File: config.mk
export PLATFORM = sky130hd
export DESIGN_NAME = cbt_bit_timing
export DESIGN_NICKNAME = d
export VERILOG_FILES = /design/src/rtl/cbt_pkg.sv /design/src/rtl/cbt_cfg_regs.sv /design/src/rtl/cbt_prescaler.sv /design/src/rtl/cbt_edge_det.sv /design/src/rtl/cbt_seg_fsm.sv /design/src/rtl/cbt_bit_timing.sv
export SDC_FILE = /design/constraint.sdc
export NUM_CORES = 1
export LEC_CHECK = 0
export CELL_PAD_IN_SITES_DETAIL_PLACEMENT = 2
export CELL_PAD_IN_SITES_GLOBAL_PLACEMENT = 2
export CORE_MARGIN = 1.5
export CORE_UTILIZATION = 30
export CTS_BUF_LIST = sky130_fd_sc_hd__clkbuf_2 sky130_fd_sc_hd__clkbuf_4 sky130_fd_sc_hd__clkbuf_8
export CTS_CLUSTER_SIZE = 24
export DETAILED_ROUTE_END_ITERATION = 12
export PLACE_DENSITY_LB_ADDON = 0.12
export SLEW_MARGIN = 30
export SYNTH_ARGS = -nofsm -noshare
export SYNTH_HDL_FRONTEND = slang
export SYNTH_SLANG_ARGS = --single-unit
File: constraint.sdc
create_clock -name clk -period 16.3 [get_ports clk]
set_input_delay 4.89 -clock clk [delete_from_list [all_inputs] [get_ports clk]]
set_output_delay 4.89 -clock clk [all_outputs]
set_load 0.05 [all_outputs]
File: src/rtl/cbt_pkg.sv
package cbt_pkg;

    localparam int DEF_BRP_W  = 6;
    localparam int DEF_SEG1_W = 4;
    localparam int DEF_SEG2_W = 3;
    localparam int DEF_SJW_W  = 2;

    // Position of the bit sequencer inside one bit
    typedef enum logic [1:0] {
        SEG_SYNC = 2'd0,
        SEG_PH1  = 2'd1,
        SEG_PH2  = 2'd2
    } seg_e;

    // Strobes and captured level leaving the sequencer
    typedef struct packed {
        logic smp;
        logic bst;
        logic lvl;
    } strobe_t;

    function automatic int unsigned umin(input int unsigned a, input int unsigned b);
        return (a < b) ? a : b;
    endfunction

endpackage

File: src/rtl/cbt_cfg_regs.sv
module cbt_cfg_regs #(
    parameter int BRP_W  = 6,
    parameter int SEG1_W = 4,
    parameter int SEG2_W = 3,
    parameter int SJW_W  = 2
) (
    input  logic              clk,
    input  logic              rst,
    input  logic              init,
    input  logic              we,
    input  logic [BRP_W-1:0]  brp_d,
    input  logic [SEG1_W-1:0] seg1_d,
    input  logic [SEG2_W-1:0] seg2_d,
    input  logic [SJW_W-1:0]  sjw_d,
    output logic [BRP_W-1:0]  brp_q,
    output logic [SEG1_W-1:0] seg1_q,
    output logic [SEG2_W-1:0] seg2_q,
    output logic [SJW_W-1:0]  sjw_q
);

    logic wr_ok;
    assign wr_ok = we & init;

    always_ff @(posedge clk) begin
        if (rst) begin
            brp_q  <= '0;
            seg1_q <= '0;
            seg2_q <= '0;
            sjw_q  <= '0;
        end else if (wr_ok) begin
            brp_q  <= brp_d;
            seg1_q <= seg1_d;
            seg2_q <= seg2_d;
            sjw_q  <= sjw_d;
        end
    end

endmodule

File: src/rtl/cbt_prescaler.sv
module cbt_prescaler #(
    parameter int BRP_W = 6
) (
    input  logic             clk,
    input  logic             rst,
    input  logic             hold,
    input  logic [BRP_W-1:0] brp,
    output logic             tick
);

    localparam int CW = BRP_W + 1;

    logic [CW-1:0] cnt_q;
    logic [CW-1:0] last;

    // A quantum is 2*(brp+1) clocks, so the terminal count is 2*brp+1
    assign last = {brp, 1'b1};
    assign tick = ~hold & (cnt_q == last);

    always_ff @(posedge clk) begin
        if (rst || hold) begin
            cnt_q <= '0;
        end else if (cnt_q == last) begin
            cnt_q <= '0;
        end else begin
            cnt_q <= cnt_q + CW'(1);
        end
    end

endmodule

File: src/rtl/cbt_edge_det.sv
module cbt_edge_det (
    input  logic clk,
    input  logic rst,
    input  logic hold,
    input  logic tick,
    input  logic rx_in,
    output logic rx_s,
    output logic fall
);

    logic lvl_q;

    always_ff @(posedge clk) begin
        if (rst) begin
            rx_s <= 1'b1;
        end else begin
            rx_s <= rx_in;
        end
    end

    // Reference level is taken once per quantum; while held it follows the line
    always_ff @(posedge clk) begin
        if (rst) begin
            lvl_q <= 1'b1;
        end else if (hold || tick) begin
            lvl_q <= rx_s;
        end
    end

    assign fall = tick & lvl_q & ~rx_s;

endmodule

File: src/rtl/cbt_seg_fsm.sv
module cbt_seg_fsm
    import cbt_pkg::*;
#(
    parameter int SEG1_W = 4,
    parameter int SEG2_W = 3,
    parameter int SJW_W  = 2
) (
    input  logic              clk,
    input  logic              rst,
    input  logic              hold,
    input  logic              tick,
    input  logic              fall,
    input  logic              rx_s,
    input  logic [SEG1_W-1:0] seg1_code,
    input  logic [SEG2_W-1:0] seg2_code,
    input  logic [SJW_W-1:0]  sjw_code,
    output strobe_t           strb
);

    localparam int WMAX = (SEG1_W > SJW_W) ? SEG1_W : SJW_W;
    localparam int CW   = WMAX + 2;

    seg_e          seg_q;
    logic [CW-1:0] qcnt_q;
    logic [CW-1:0] ext_q;
    logic [CW-1:0] cut_q;
    logic          done_q;
    strobe_t       strb_q;

    logic [CW-1:0] seg1_len, seg2_len, sjw_len;
    logic [CW-1:0] late_err, early_rem;
    logic [CW-1:0] ext_new, cut_new, ext_eff, cut_eff;
    logic          take, ph1_end, ph2_end;

    always_comb begin
        seg1_len  = CW'(seg1_code) + CW'(1);
        seg2_len  = CW'(seg2_code) + CW'(1);
        sjw_len   = CW'(sjw_code) + CW'(1);
        take      = fall & ~done_q;
        late_err  = qcnt_q + CW'(1);
        early_rem = seg2_len - CW'(1) - qcnt_q;
        ext_new   = CW'(umin(int'(late_err), int'(sjw_len)));
        cut_new   = CW'(umin(int'(early_rem), int'(sjw_len)));
        ext_eff   = (seg_q == SEG_PH1 && take) ? ext_new : ext_q;
        cut_eff   = (seg_q == SEG_PH2 && take) ? cut_new : cut_q;
        ph1_end   = (qcnt_q == seg1_len + ext_eff - CW'(1));
        ph2_end   = (qcnt_q == seg2_len - CW'(1) - cut_eff);
    end

    always_ff @(posedge clk) begin
        if (rst || hold) begin
            seg_q  <= SEG_SYNC;
            qcnt_q <= '0;
            ext_q  <= '0;
            cut_q  <= '0;
            done_q <= 1'b0;
            strb_q <= '{smp: 1'b0, bst: 1'b0, lvl: 1'b1};
        end else begin
            strb_q.smp <= 1'b0;
            strb_q.bst <= 1'b0;
            if (tick) begin
                unique case (seg_q)
                    SEG_SYNC: begin
                        seg_q  <= SEG_PH1;
                        qcnt_q <= '0;
                        if (fall) done_q <= 1'b1;
                    end
                    SEG_PH1: begin
                        if (take) begin
                            done_q <= 1'b1;
                            ext_q  <= ext_new;
                        end
                        if (ph1_end) begin
                            seg_q      <= SEG_PH2;
                            qcnt_q     <= '0;
                            strb_q.smp <= 1'b1;
                            strb_q.lvl <= rx_s;
                        end else begin
                            qcnt_q <= qcnt_q + CW'(1);
                        end
                    end
                    SEG_PH2: begin
                        if (take) begin
                            done_q <= 1'b1;
                            cut_q  <= cut_new;
                        end
                        if (ph2_end) begin
                            seg_q      <= SEG_SYNC;
                            qcnt_q     <= '0;
                            ext_q      <= '0;
                            cut_q      <= '0;
                            done_q     <= 1'b0;
                            strb_q.bst <= 1'b1;
                        end else begin
                            qcnt_q <= qcnt_q + CW'(1);
                        end
                    end
                    default: begin
                        seg_q  <= SEG_SYNC;
                        qcnt_q <= '0;
                    end
                endcase
            end
        end
    end

    assign strb = strb_q;

endmodule

File: src/rtl/cbt_bit_timing.sv
module cbt_bit_timing
    import cbt_pkg::*;
#(
    parameter int BRP_W  = DEF_BRP_W,
    parameter int SEG1_W = DEF_SEG1_W,
    parameter int SEG2_W = DEF_SEG2_W,
    parameter int SJW_W  = DEF_SJW_W
) (
    input  logic              clk,
    input  logic              rst,
    input  logic              cfg_init,
    input  logic              cfg_we,
    input  logic [BRP_W-1:0]  cfg_brp,
    input  logic [SEG1_W-1:0] cfg_seg1,
    input  logic [SEG2_W-1:0] cfg_seg2,
    input  logic [SJW_W-1:0]  cfg_sjw,
    input  logic              rx_in,
    output logic              sample_pulse,
    output logic              bit_start,
    output logic              rx_bit
);

    logic [BRP_W-1:0]  brp_q;
    logic [SEG1_W-1:0] seg1_q;
    logic [SEG2_W-1:0] seg2_q;
    logic [SJW_W-1:0]  sjw_q;
    logic              tq_tick;
    logic              rx_s;
    logic              rx_fall;
    strobe_t           strb;

    cbt_cfg_regs #(
        .BRP_W (BRP_W),
        .SEG1_W(SEG1_W),
        .SEG2_W(SEG2_W),
        .SJW_W (SJW_W)
    ) u_cfg (
        .clk   (clk),
        .rst   (rst),
        .init  (cfg_init),
        .we    (cfg_we),
        .brp_d (cfg_brp),
        .seg1_d(cfg_seg1),
        .seg2_d(cfg_seg2),
        .sjw_d (cfg_sjw),
        .brp_q (brp_q),
        .seg1_q(seg1_q),
        .seg2_q(seg2_q),
        .sjw_q (sjw_q)
    );

    cbt_prescaler #(.BRP_W(BRP_W)) u_psc (
        .clk (clk),
        .rst (rst),
        .hold(cfg_init),
        .brp (brp_q),
        .tick(tq_tick)
    );

    cbt_edge_det u_edge (
        .clk  (clk),
        .rst  (rst),
        .hold (cfg_init),
        .tick (tq_tick),
        .rx_in(rx_in),
        .rx_s (rx_s),
        .fall (rx_fall)
    );

    cbt_seg_fsm #(
        .SEG1_W(SEG1_W),
        .SEG2_W(SEG2_W),
        .SJW_W (SJW_W)
    ) u_seq (
        .clk      (clk),
        .rst      (rst),
        .hold     (cfg_init),
        .tick     (tq_tick),
        .fall     (rx_fall),
        .rx_s     (rx_s),
        .seg1_code(seg1_q),
        .seg2_code(seg2_q),
        .sjw_code (sjw_q),
        .strb     (strb)
    );

    assign sample_pulse = strb.smp;
    assign bit_start    = strb.bst;
    assign rx_bit       = strb.lvl;

endmodule

==> impl_table.tex, run 1 <==
\begin{tabular}{lr}
\hline
Metric & Value \\
\hline
\multicolumn{2}{l}{\textbf{Critical path}} \\
Worst path slowest cell & sky130\_fd\_sc\_hd\_\_clkdlybuf4s50\_1 \\
Worst R2R Start & u\_cfg.seg2\_q[0] \\
Critical Path Source & cfg\_init \\
Capturing instance or port of the critical path & u\_seq.qcnt\_q[5] \\
Worst endpoint data arrival time & about 9.7 ns \\
Cell occurring most often along the worst timing path & sky130\_fd\_sc\_hd\_\_ha\_1 \\
Reg-to-Reg End & u\_seq.ext\_q[2] \\
Number of cells on the worst reg-to-reg path & 22 \\
Worst reg2reg setup slack & between 10 and 15 ns \\
Levels on crit path & 16 \\
Kind of capture point of the worst setup path & register \\
CP Buf/Inv Count & 2 \\
Worst endpoint required time & between 15 and 20 ns \\
Worst-path cell chain & clkdlybuf4s50\_1, or4b\_1, and4b\_2, nand3\_4, mux2i\_1, ha\_1, inv\_1, ha\_1, fa\_1, xor2\_1, o21ai\_0, a2111oi\_0, a21oi\_1, a2111oi\_4, nor3\_1, a211o\_1 \\
Kind of critical path & in -> reg \\
Largest fanout on the critical path & 9 \\
Startpoint Class & input pin \\
Largest delay contributor family on the critical path & compound AO/OA/AOI/OAI gates \\
Largest stage delay on the critical path & 0.56 ns \\
\multicolumn{2}{l}{\textbf{Clocking}} \\
Post-CTS setup buffer count & 0 \\
\# resized after CTS & 0 \\
Buffer type at the clock tree root & sky130\_fd\_sc\_hd\_\_clkbuf\_8 \\
Maximum count of clock buffers along a single path & 2 \\
Cts bufs inserted & 5 \\
Post-CTS Hold Buffers & 0 \\
H-tree depth reported by CTS & 2 \\
Clock Sink Count & 48 \\
Clk\_lat worst skew & 0.31 ns \\
Clock-pin slew on the worst setup and hold paths & 0.10 ns \\
CTS tree & built \\
\multicolumn{2}{l}{\textbf{Global routing}} \\
Largest net degree at the start of global routing & 22 \\
GRT Util Overall & 17.62\% \\
Global-route wire length before repair & 15820 um \\
Initial antenna violation count & 0 \\
Congestion Overflow GR & 0 \\
Number of global-route vias before repair & 3113 \\
\multicolumn{2}{l}{\textbf{Worst hold path}} \\
Tightest Hold Check Type & reg -> reg \\
\multicolumn{2}{l}{\textbf{STA}} \\
Part of the cycle the worst path needs & 58.18\% \\
Relative slew slack & between 40\% and 50\% \\
Fin Clk Skew & 0.01079 ns \\
Final setup fails & 0 \\
Max Freq & 105.4 MHz \\
Post-Route Setup TNS & 0 ns \\
Number of hold violations in the final report & 0 \\
Max-slew violation total from the final report & 0 \\
Measured slew at the worst slew-check pin & 0.8941 ns \\
Worst hold margin & 0.4737 ns \\
Unrepaired setup endpoints after global routing & false \\
Time the worst path needs with I/O delays and setup & about 9.5 ns \\
\multicolumn{2}{l}{\textbf{Pwr}} \\
Power Total & 0.2509 mW \\
PD cells & just under 70 mW/mm2 \\
Peak ir drop on the vdd network & 28.70 uV \\
Static leakage & about 1.4 nW \\
\multicolumn{2}{l}{\textbf{Routing}} \\
Initial drt markers & between 100 and 150 \\
Via/cell ratio & a little over 5 \\
Detailed-route wire length & between 9000 and 10000 um \\
Residual DRC & 0 \\
Routed wire length per instance & $\sim$17 um \\
Number of iterations in the first detailed-routing pass & 4 \\
Antenna Nets Post-Route & 0 \\
Vias & 2757 \\
\multicolumn{2}{l}{\textbf{Die}} \\
Horizontal extent of the die & 107.0 um \\
FP Rows & 37 \\
Area of the core & 0.01042 mm2 \\
Overall die area & between 0.01 and 0.015 mm2 \\
Die Y-Extent & 107.0 um \\
Initial Utilization & 31.17\% \\
Number of I/O pins & 23 \\
\multicolumn{2}{l}{\textbf{Layout}} \\
Area occupied by multi-input gates & 0.002122 mm2 \\
Share of post-route cells with drive strength above 1 & 6.484\% \\
Number of nets in the layout & about 460 \\
Fraction of the core area covered by cells at the end of the flow & 35.28\% \\
Fillers & 1208 \\
Sequential cell area in the final layout & 960.9 um2 \\
Final cell area excluding filler cells & 0.003675 mm2 \\
Layout overhead on the synthesized area & 13.18\% \\
Antenna fix cells & 0 \\
\multicolumn{2}{l}{\textbf{Synth}} \\
Dominant combinational cell family by area after synthesis & simple AND/OR/NAND/NOR gates \\
Flip-flop cell with the highest count after synthesis & sky130\_fd\_sc\_hd\_\_dfxtp\_1 \\
Synth Warn \# & 0 \\
Multiplexer fraction of the synthesized cell area & 3.815\% \\
Average footprint of a synthesized cell & 8.477 um2 \\
Cell count after synthesis & 383 \\
Share of synthesized registers carrying an async set or reset & 0\% \\
Number of enable-type register cells in the synthesized netlist & 0 \\
Flip-flop and latch count after synthesis & 48 \\
Mapped cell area & 0.003247 mm2 \\
Leading post-synthesis cells by cell area & sky130\_fd\_sc\_hd\_\_dfxtp\_1 (30\%), sky130\_fd\_sc\_hd\_\_ha\_1 (12\%), sky130\_fd\_sc\_hd\_\_nand2\_1 (6.6\%) \\
Share of synthesized cell area in and, or, nand and nor gates & 19.58\% \\
Post-synthesis share of cell area spent on xor and xnor gates & under 10\% \\
Total nets after synthesis & roughly 440 \\
Library cell with the largest summed area after synthesis & sky130\_fd\_sc\_hd\_\_dfxtp\_1 \\
Synthesized-area fraction occupied by adder cells & 14.18\% \\
Seq/Total Area, Yosys & 29.60\% \\
Compound-cell area share of the yosys netlist & 18.42\% \\
Fraction of synthesized cell area taken by the top area cell type & 29.60\% \\
Post-synth cell types & 56 \\
\multicolumn{2}{l}{\textbf{Placement}} \\
Port Buf Inserts & 22 \\
Half-perimeter wire length after placement & about 7500 um \\
Post-DP Area & 0.003582 mm2 \\
Placer's final routability congestion estimate & 0.7770 \\
\multicolumn{2}{l}{\textbf{Flow run}} \\
Maximum capacitance violations & 0 \\
\multicolumn{2}{l}{\textbf{Status}} \\
Outcome & complete, no violations \\
\hline
\end{tabular}
[power by group]
group	internal, mW	switching [mW]
clock network	0.0341	0.0424
logic	0.0230	0.0293
registers	0.120	0.00254
total	0.177	0.0743
[state kept, by name (all words and copies together), names as in the netlist]
register and count:
u_seq.done_q 1, u_seq.cut_q 6, u_cfg.seg2_q 3, u_psc.cnt_q 7
u_edge.lvl_q 1, u_cfg.sjw_q 2, u_seq.ext_q 6, u_seq.strb 3
u_cfg.seg1_q 4, u_seq.seg_q 2, u_seq.qcnt_q 6, u_cfg.brp_q 6
u_edge.rx_s 1
[layer usage]
layer | global-route usage [%] | wire, um | up-vias
met5 | 0 | 0 | -
met4 | 3.905 | 88 | 0
met3 | 2.371 | 157 | 6
met2 | 31.80 | 4576 | 23
met1 | 22.09 | 4408 | 1358
li1 | - | - | 1370
[metrics by stage]
| stage | worst slack [ns] | instances |
|---|---|---|
| finish | 6.817 | 537 |
| global route | 6.532 | 537 |
| CTS | 6.786 | 537 |
| detailed placement | 6.518 | 529 |
| global placement | 6.679 | 529 |
| floorplan | 7.620 | 383 |
[worst min-delay path by stage]
stage | start | endpoint | slack (ns) | depth (start not counted)
finish | u_seq.cut_q[0] | u_seq.cut_q[0] | 0.47 | 1
global route | u_seq.cut_q[2] | u_seq.cut_q[2] | 0.49 | 1
CTS | u_seq.cut_q[0] | u_seq.cut_q[0] | 0.48 | 1
detailed placement | u_seq.cut_q[0] | u_seq.cut_q[0] | 0.45 | 1
global placement | u_seq.cut_q[0] | u_seq.cut_q[0] | 0.44 | 1
floorplan | u_seq.cut_q[3] | u_seq.cut_q[3] | 0.43 | 1
[logic make-up after synthesis]
family	count (synthesis)
fa+ha+maj	35
xor+xnor	33
compound gates	86
flops	48
mux	12
buf+inv	41
simple gates	128
[layout by cell type (no fill, tap or decap), drive strengths merged, types with 2 or more instances in the layout]
cell	Yosys	routed
nand2	57	57
dfxtp	48	48
ha	32	32
inv	29	29
a21oi	29	29
clkdlybuf4s50	0	22
xnor2	20	20
nor2	15	15
nand3	15	15
o21ai	14	14
xor2	12	12
mux2i	9	9
and2	9	9
a21o	7	7
clkbuf	8	7
nor3	6	6
a31oi	6	6
or2	4	4
o21a	4	4
a22o	4	4
or4b	3	3
nand2b	3	3
a211oi	3	3
mux2	3	3
and3	3	3
nor4	3	3
a211o	3	3
fa	3	3
a2111oi	3	3
nor2b	2	2
nand4	2	2
a32o	2	2
or3	2	2
a221oi	2	2
[worst register-to-register path: cells and delay by family (launching register included)]
kind                       cells  cell delay [ns]
and+or+nand+nor                3             0.56
muxes                          1             0.43
xor gates and xnor gates       3             0.75
DFF                            1             0.38
buffers and inverters          3             0.23
adders and majority gates      5             1.83
AOI/OAI and AO/OA              7             1.87
[synth_stat cells (all sizes together) (2+ instances only)]
master,n
a32o,2
a21oi,29
nor2,15
a21o,7
buf,4
nand4,2
o21a,4
or4b,3
or2,4
xor2,12
clkbuf,8
and2,9
mux2,3
mux2i,9
fa,3
ha,32
nand2,57
inv,29
a221oi,2
xnor2,20
a211oi,3
and3,3
o21ai,14
a31oi,6
or3,2
dfxtp,48
nor3,6
a211o,3
a2111oi,3
nand3,15
nor4,3
nand2b,3
nor2b,2
a22o,4
[final cells by class]
type / count / area share, %
Clock buffer: 7 / 2.281
Clock inverter: 1 / 0.2383
Inverter: 29 / 2.962
Multi-Input combinational cell: 294 / 57.75
Sequential cell: 48 / 26.15
Tap cell: 136 / 4.631
Timing Repair Buffer: 22 / 5.993
(Power assumes the default switching activity.)
==> run 2, diff against run 1 <==
- clock period: 16.3 -> 9.4 ns (I/O delays scaled with it)
==> impl_table.tex, run 2 (synthesis results as in run 1) <==
\begin{tabular}{lr}
\hline
Metric & Value \\
\hline
\multicolumn{2}{l}{\textbf{Pwr}} \\
Peak ir drop on the vdd network & 48.73 uV (+70\%) \\
PD cells & 119.1 mW/mm2 (+75\%) \\
Static leakage & 1.442 nW (unchanged) \\
Power Total & 0.4378 mW (+75\%) \\
\multicolumn{2}{l}{\textbf{STA}} \\
Fin Clk Skew & 0.01368 ns (+0.002898 ns) \\
Unrepaired setup endpoints after global routing & false \\
Max Freq & roughly 130 MHz \\
Part of the cycle the worst path needs & 79.24\% \\
Setup slack after layout & 1.952 ns (-4.865 ns) \\
Post-Route Setup TNS & 0 ns (unchanged) \\
Max-slew violation total from the final report & 0 (unchanged) \\
Time the worst path needs with I/O delays and setup & 7.448 ns \\
Relative slew slack & 39.55\% (-0.65 points) \\
Final setup fails & 0 (unchanged) \\
Measured slew at the worst slew-check pin & 0.9039 ns (+0.009787 ns) \\
Number of hold violations in the final report & 0 (unchanged) \\
\multicolumn{2}{l}{\textbf{Flow run}} \\
Maximum capacitance violations & 0 (unchanged) \\
\multicolumn{2}{l}{\textbf{Routing}} \\
Vias & 2745 (-0.44\%) \\
Initial drt markers & 69 (-51\%) \\
Number of iterations in the first detailed-routing pass & 4 (unchanged) \\
Via/cell ratio & 5.112 (-0.44\%) \\
Residual DRC & 0 (unchanged) \\
Antenna Nets Post-Route & 0 (unchanged) \\
Detailed-route wire length & 9257 um (+0.28\%) \\
Routed wire length per instance & 17.24 um (+0.28\%) \\
\multicolumn{2}{l}{\textbf{Die}} \\
FP Rows & 37 (unchanged) \\
Initial Utilization & 31.17\% (unchanged) \\
Area of the core & 0.01042 mm2 (unchanged) \\
Die Y-Extent & 107.0 um (unchanged) \\
Overall die area & 0.01146 mm2 (unchanged) \\
Number of I/O pins & 23 (unchanged) \\
Horizontal extent of the die & 107.0 um (unchanged) \\
\multicolumn{2}{l}{\textbf{Layout}} \\
Leading cell type in the layout, fill and taps excluded & sky130\_fd\_sc\_hd\_\_nand2\_1 \\
Biggest register & u\_psc.cnt\_q \\
Area occupied by multi-input gates & 0.002122 mm2 (unchanged) \\
Fillers & 1214 (+0.50\%) \\
Flip-flop count of the largest register, all copies and words added & 7 (unchanged) \\
Commonest cells after routing, fill and taps aside & sky130\_fd\_sc\_hd\_\_nand2\_1 (57), sky130\_fd\_sc\_hd\_\_dfxtp\_1 (48), sky130\_fd\_sc\_hd\_\_ha\_1 (32) \\
Layout overhead on the synthesized area & 13.18\% (unchanged) \\
Share of post-route cells with drive strength above 1 & 6.484\% (unchanged) \\
Number of nets in the layout & 455 (unchanged) \\
Sequential cell area in the final layout & 960.9 um2 (unchanged) \\
Antenna fix cells & 0 (unchanged) \\
\multicolumn{2}{l}{\textbf{Placement}} \\
Half-perimeter wire length after placement & 7492 um (-0.17\%) \\
Placer's final routability congestion estimate & 0.7770 (unchanged) \\
Pre-CTS setup slack & 1.659 ns (-4.859 ns) \\
Port Buf Inserts & 22 (unchanged) \\
\multicolumn{2}{l}{\textbf{Global routing}} \\
Congestion Overflow GR & 0 (unchanged) \\
Global-route wire length before repair & 15770 um (-0.35\%) \\
Largest net degree at the start of global routing & 22 (unchanged) \\
GRT Util Overall & 17.64\% (+0.019 points) \\
Number of global-route vias before repair & 3081 (-1.0\%) \\
Initial antenna violation count & 0 (unchanged) \\
\multicolumn{2}{l}{\textbf{Critical path}} \\
Number of cells on the worst reg-to-reg path & 22 (unchanged) \\
Worst endpoint data arrival time & 7.67 ns (-2.02 ns) \\
Worst reg2reg setup slack & 3.23 ns (-6.92 ns) \\
Worst endpoint required time & 9.62 ns (-6.89 ns) \\
Kind of critical path & in -> reg \\
Kind of capture point of the worst setup path & register \\
Largest fanout on the critical path & 9 (unchanged) \\
Worst R2R Start & u\_cfg.seg2\_q[0] \\
Reg-to-Reg End & u\_seq.ext\_q[2] \\
Startpoint Class & input pin \\
\multicolumn{2}{l}{\textbf{Clocking}} \\
Buffer type at the clock tree root & sky130\_fd\_sc\_hd\_\_clkbuf\_8 \\
Clock Sink Count & 48 (unchanged) \\
Maximum count of clock buffers along a single path & 2 (unchanged) \\
H-tree depth reported by CTS & 2 (unchanged) \\
\# resized after CTS & 0 (unchanged) \\
Post-CTS Hold Buffers & 0 (unchanged) \\
Clk\_lat worst skew & 0.32 ns (about the same) \\
Clock-pin slew on the worst setup and hold paths & 0.10 ns (about the same) \\
Post-CTS setup buffer count & 0 (unchanged) \\
CTS tree & built \\
Cts bufs inserted & 5 (unchanged) \\
\multicolumn{2}{l}{\textbf{Worst hold path}} \\
Worst hold stages & 1 (unchanged) \\
Tightest Hold Check Type & reg -> reg \\
Hold Crit Endpoint & u\_seq.cut\_q[0] \\
HP Start & u\_seq.cut\_q[0] \\
\multicolumn{2}{l}{\textbf{Status}} \\
Outcome & complete, no violations \\
\hline
\end{tabular}
-- run 2: worst max-delay path: stages --
cell                              delay (ns)
sky130_fd_sc_hd__clkdlybuf4s50_1        0.56
sky130_fd_sc_hd__or4b_1                 0.55
sky130_fd_sc_hd__and4b_2                0.37
sky130_fd_sc_hd__nand3_4                0.15
sky130_fd_sc_hd__mux2i_1                0.17
sky130_fd_sc_hd__ha_1                   0.30
sky130_fd_sc_hd__inv_1                  0.04
sky130_fd_sc_hd__ha_1                   0.22
sky130_fd_sc_hd__fa_1                   0.42
sky130_fd_sc_hd__xor2_1                 0.20
sky130_fd_sc_hd__o21ai_0                0.10
sky130_fd_sc_hd__a2111oi_0              0.57
sky130_fd_sc_hd__a21oi_1                0.21
sky130_fd_sc_hd__a2111oi_4              0.57
sky130_fd_sc_hd__nor3_1                 0.14
sky130_fd_sc_hd__a211o_1                0.28
-- run 2: how the worst max path moves through the flow --
| stage | to | start |
|---|---|---|
| global route | u_seq.qcnt_q[5] | cfg_init |
| global placement | u_seq.qcnt_q[5] | cfg_init |
| detailed placement | u_seq.qcnt_q[5] | cfg_init |
| floorplan | u_seq.qcnt_q[5] | cfg_init |
| CTS | u_seq.qcnt_q[5] | cfg_init |
| finish | u_seq.qcnt_q[5] | cfg_init |
-- run 2: cell type report --
type	count	share of cell area, %
Tap cell	136	4.631
Inverter	29	2.962
Sequential cell	48	26.15
Multi-Input combinational cell	294	57.75
Timing Repair Buffer	22	5.993
Clock inverter	1	0.2383
Clock buffer	7	2.281
-- run 2: metal layers --
layer  up-vias  GRT usage (%)  share of wire (%)
met2        21          31.44                 50
met5         -              0                  0
met3         8          2.310                1.9
li1       1368              -                  -
met1      1348          22.33                 47
met4         0          4.286                1.0
-- run 2: power breakdown --
group	total (mW)	internal, mW	switching, mW
sequential	0.212	0.207	0.00442
combinational	0.0907	0.0399	0.0508
clock	0.135	0.0592	0.0762
total	0.438	0.306	0.131
-- run 2: per-stage QoR --
step,instance area [um2],std cells,utilization [%],hold WS (ns)
finish,3675,537,35.28,0.4714
global route,3675,537,35.28,0.4929
CTS,3675,537,35.28,0.4761
detailed placement,3582,529,34.39,0.4483
global placement,3582,529,34.39,0.4441
floorplan,3247,383,-,0.4296
